--- src/rtl/status_reg.sv ---
module status_reg #(
  parameter int SYNC_STAGES = 2
) (
  input  logic       clk,
  input  logic       rst_n,
  input  logic       wr_en,
  input  logic [7:0] wr_data,
  input  logic       cy_upd,
  input  logic       cy_val,
  input  logic       ov_upd,
  input  logic       ov_val,
  input  logic       sense_a_in,
  input  logic       sense_b_in,
  output logic [7:0] rd_data,
  output logic [2:0] flag_out,
  output logic       irq_req
);

  logic [SYNC_STAGES-1:0] sa_sync, sb_sync;
  logic                   cy_q, ov_q, ie_q;
  logic [2:0]             flag_q;

  always_ff @(posedge clk or negedge rst_n) begin
    if (!rst_n) begin
      sa_sync <= '0;
      sb_sync <= '0;
    end else begin
      sa_sync <= {sa_sync[SYNC_STAGES-2:0], sense_a_in};
      sb_sync <= {sb_sync[SYNC_STAGES-2:0], sense_b_in};
    end
  end

  always_ff @(posedge clk or negedge rst_n) begin
    if (!rst_n) begin
      cy_q   <= 1'b0;
      ov_q   <= 1'b0;
      ie_q   <= 1'b0;
      flag_q <= '0;
    end else begin
      if (cy_upd)     cy_q <= cy_val;
      else if (wr_en) cy_q <= wr_data[7];
      if (ov_upd)     ov_q <= ov_val;
      else if (wr_en) ov_q <= wr_data[6];
      if (wr_en) begin
        ie_q   <= wr_data[3];
        flag_q <= wr_data[2:0];
      end
    end
  end

  wire sa_s = sa_sync[SYNC_STAGES-1];
  wire sb_s = sb_sync[SYNC_STAGES-1];

  assign rd_data  = {cy_q, ov_q, sb_s, sa_s, ie_q, flag_q};
  assign flag_out = flag_q;
  assign irq_req  = ie_q & sa_s;

endmodule

--- config.mk ---
export PLATFORM = sky130hd
export DESIGN_NAME = status_reg
export DESIGN_NICKNAME = d
export VERILOG_FILES = /design/src/rtl/status_reg.sv
export SDC_FILE = /design/constraint.sdc
export NUM_CORES = 1
export LEC_CHECK = 0
export ABC_AREA = 1
export BUFFER_PORTS_ARGS = -buffer_cell sky130_fd_sc_hd__buf_2
export CAP_MARGIN = 10
export CELL_PAD_IN_SITES_DETAIL_PLACEMENT = 1
export CELL_PAD_IN_SITES_GLOBAL_PLACEMENT = 1
export CORE_MARGIN = 2
export CORE_UTILIZATION = 30
export CTS_BUF_LIST = sky130_fd_sc_hd__clkbuf_2
export CTS_CLUSTER_DIAMETER = 40
export DETAILED_ROUTE_END_ITERATION = 16
export GPL_TIMING_DRIVEN = 0
export HOLD_SLACK_MARGIN = 0.06
export PLACE_DENSITY = 0.87
export SLEW_MARGIN = 20
export SYNTH_ARGS = -nofsm -noshare
export SYNTH_HDL_FRONTEND = slang
export SYNTH_SLANG_ARGS = --single-unit
--- constraint.sdc ---
create_clock -name clk -period 1.75 [get_ports clk]
set_clock_uncertainty 0.15 [all_clocks]
set_input_delay 0.0875 -clock clk [delete_from_list [all_inputs] [get_ports clk]]
set_output_delay 0.0875 -clock clk [all_outputs]
set_load 0.005 [all_outputs]
Yosys cells after proc, flatten, opt, wreduce, memory -nomap -nowiden
Cells that the tools add are included.
{"block": "classes", "n_addsub": 0, "mul": 0, "div": 0, "order_cmp": 0, "eq_ne": 0, "shift": 0, "n_mux": 4, "bitwise": 1, "reduce_logical": 2}
{"op": "two-way mux 1 bit", "n": 4}
{"op": "nonzero test 2 bit", "n": 2}
{"op": "bitwise AND 1 bit", "n": 1}
{"block": "totals", "reg_bits": 10, "latchBits": 0, "ram_bits": 0, "rom_bits": 0, "input_bits": 17, "out_inout_bits": 12, "elab_cells": 13, "memories": 0}

Longest topological paths before layout
{"block": "depth", "ltp_word": 2, "depth_mapped": 4, "depth_no_buf": 4}

Worst setup path before layout
Ideal clock, no wire load.
{"block": "synth_timing", "path_type": "register to register", "startpoint": "reg, netlist name cy_q", "endpoint": "reg cy_q", "setup_ns": 0.117, "arrival_ns": 0.533, "required_ns": 1.483, "slack_ns": 0.950, "stages_incl_launch_ff": 5, "path_buffers": 0, "period_less_slack_ns": 0.800, "path_cell_list": "dfrtp_1 -> inv_1 -> nand2_1 -> nand3_1 -> nand2_1"}
{"item": "end signal: assignment", "line": "40", "source": "if (cy_upd) cy_q <= cy_val;"}
{"item": "end signal: assignment", "line": "41", "source": "else if (wr_en) cy_q <= wr_data[7];"}
{"item": "end: declaration", "line": "20", "source": "logic cy_q, ov_q, ie_q;"}

Worst setup path after layout
{"block": "layout_timing", "startpoint": "in ov_upd", "endpoint": "reg ov_q"}
{"block": "layout_via", "elab_chain_cells": 1, "elab_cells_between_ends": 2, "classes_between": "1 x mux; 1 x reduce/logical"}
{"item": "start: declaration", "line": "10", "source": "input logic ov_upd,"}
{"item": "two-way mux 1 bit / nonzero test 2 bit (equally long branches)"}
{"item": "end signal: assignment", "line": "42", "source": "if (ov_upd) ov_q <= ov_val;"}
{"item": "end signal: assignment", "line": "43", "source": "else if (wr_en) ov_q <= wr_data[6];"}
{"item": "end: declaration", "line": "20"}
Parallel ways exist; a longest one is shown, timed or not.
A chain may end at the register's enable or synchronous reset.

==> out/qor.csv <==
metric;value;unit
status;completed;
share of cells above drive strength 1;38.78;%
routed wire length;1.460;mm
number of synthesized flops with an enable pin;0;
top sig layer;met4;
sw power;0.0001373;W
Buffers on Ports;26;
Final min period;1.462;ns
Synthesized Nets;66;
die width;41.82;um
vias per cell;4.212;
# DRC;0;
Tot GR Track Use;20.56;%
critical path class;in2reg;
Synth Area per Inst;8.758;um^2
sequential share of power;50.3;%
M1 wire length;525;um
critical path, cell by cell;dlygate4sd3_1 -> buf_2 -> inv_1 -> nand3_1 -> dlygate4sd3_1 -> nand2_1;
total CTS buffers;3;
Yosys top cell by area;dfrtp_1;
I/O pins;29;
Required @ worst endpoint;1.79;ns
Most common cell on crit path;dlygate4sd3_1;
reg2reg start;ov_q;
Cell Count, Final, Fillers Out;113;
Clk network pwr share;24.7;%
Slowest cell on crit path;dlygate4sd3_1;
postcts setup bufs;0;
most frequent cell after synthesis;nand2_1;
largest net degree at the start of global routing;11;
Register-to-Register Path Depth;5;
HPWL after DPL;794.9;um
Initial DRT Pass Iterations;3;
CTS H-tree lvls;1;
Final Slew Violations;0;
Clock Sinks;10;
CP bufs+invs;4;
hold slack;0.06916;ns
antenna violations before repair;0;
routed via count;476;
actual slew at the worst max-slew pin;0.2246;ns
top post-synthesis cells by area;dfrtp_1 (58%), nand2_1 (18%), buf_4 (14%), inv_1 (6.1%), nand3_1 (2.3%);
CTS tree;done;
DR WL met3;45;um
DP Worst Slack;0.8737;ns
P_int;0.0003782;W
slowest stage delay, CP;0.56;ns
# fillers;164;
crit-path max FO;2;
Comb power frac;25.1;%
DRT iter0 DRCs;4;
CTS max path bufs;2;
Final Setup Violations;0;
Fin Setup TNS;0;ns
first-pass GRT wire length;2.566;mm
Slew HR;85.03;%
peak supply drop;364.8;uV
Reg2Reg Setup Slack;0.31;ns
wire length on met2;854;um
grt ovf;0;
top cells by count, synth;nand2_1 (21), dfrtp_1 (10), buf_4 (8);
Site Rows;13;
fin crit share;83.52;%
switching share of power;26.63;%
Area Growth Syn to Fin;83.38;%
setup ws final;0.2885;ns
Worst setup EP type;register;
Yosys cell types;6;
Die Y;41.82;um
Seq cells post-synth;10;
final hold violation count;0;
FFs w/ async S/R, synth;100.0;%
Setup crit start kind;input pin;
Top FF cell, synth;dfrtp_1;
Mapped Area;429.2;um^2
Pleak;0.4529;nW
Seq/Total Area, Yosys;58.31;%
Initial Util;32.57;%
RSZ-0062 raised after global routing;false;
Final GP Congestion;0.6418;
Placed Instances;90;
Max-Cap Viols;0;
die footprint;1749;um^2
vias in the first global route;550;
Post-DP Area;578.1;um^2
Hold Path Class;in2async;
Gate Count Post-Synth;49;
post-route ant nets;0;
reg-to-reg endpoint;ov_q;
Core ar.;1318;um^2
clk slew on worst S/H paths;0.10;ns
Clock Latency Late Sink;0.24;ns
post-synth top area share;58.31;%
CTS root buffer;clkbuf_2;
Power Density;655.0;nW/um^2
crit-path leading delay family;buffers and inverters;
Finished Cell Area;787.0;um^2
synth warn;0;
post-CTS sizing;0;
fmax;0.6842;GHz
routed length per instance;12.92;um
ANT cells;0;
nets;116;
WP data arrival;1.50;ns
==> worst register-to-register path, stage by stage, from the launching register on <==
cell	delay (ns)
dfrtp_1	0.40
inv_1	0.06
nand2_1	0.06
nand3_1	0.08
dlygate4sd3_1	0.55
nand2_1	0.05
==> placed cells by master (no fill, tap or decap), drive strengths merged <==
cell | Yosys | layout
clkinv | 0 | 1
buf | 8 | 34
nand2 | 21 | 21
dfrtp | 10 | 10
clkbuf | 0 | 3
inv | 8 | 8
dlygate4sd3 | 0 | 19
nand3 | 2 | 2
==> layout make-up <==
type	instances	area, um^2	area share (%)
clock inverters	1	3.754	0.4769
repair buffers	45	320.3	40.70
well taps	15	18.77	2.385
clock buffers	3	15.01	1.908
flip-flops and latches	10	250.2	31.80
inverters	8	30.03	3.816
plain buffers	8	60.06	7.631
multi-input cells	23	88.84	11.29
==> power by group through the flow <==
| stage | logic, W | clock network [W] | registers (W) |
|---|---|---|---|
| after CTS | 0.000126 | 0.000131 | 0.000258 |
| after global routing | 0.000145 | 0.000146 | 0.000262 |
| final | 0.000129 | 0.000127 | 0.000259 |
| after global placement | 0.0000871 | 0 | 0.000261 |
| after floorplan | 0.0000425 | 0 | 0.000261 |
| after detailed placement | 0.0000919 | 0 | 0.000263 |
==> through the flow <==
| step | util [%] | power, W |
|---|---|---|
| finish | 59.73 | 0.0005155 |
| global route | 59.73 | 0.0005518 |
| CTS | 59.73 | 0.0005145 |
| detailed placement | 43.87 | 0.0003547 |
| global placement | 43.87 | 0.0003482 |
| floorplan | - | 0.0003040 |
==> layer usage <==
metal	global-route usage, %	vias up
met5	0	-
met4	9.677	0
met3	4.783	4
met2	40.00	17
met1	19.78	223
li1	-	232
==> worst max-delay path by stage <==
stage                           start          end  slack [ns]  cells after the start
final                          ov_upd         ov_q        0.29                      6
after global routing           ov_upd         ov_q        0.27                      6
after CTS                  wr_data[2]  flag_out[2]        0.34                      5
after detailed placement         ie_q   rd_data[3]        0.87                      2
after global placement    flag_out[1]   rd_data[1]        0.90                      2
after floorplan                  cy_q         cy_q        0.95                      4
==> registers in the layout, summed over array words and instances, names as in the netlist <==
register and flops:
flag_out 3, sa_sync 2, sb_sync 2, cy_q 1, ie_q 1, ov_q 1
==> timing repair <==
item                       4_1_cts  5_1_grt
setup endpoints to repair        0        0
hold endpoints to repair        18        0
hold buffers                    19        0
==> kinds of logic after synthesis <==
logic type / count (synthesis) / share of synthesized area [%]
simple gates: 23 / 20.70
buf+inv: 16 / 20.99
flops: 10 / 58.31
Power figures use the tool's default switching activity.
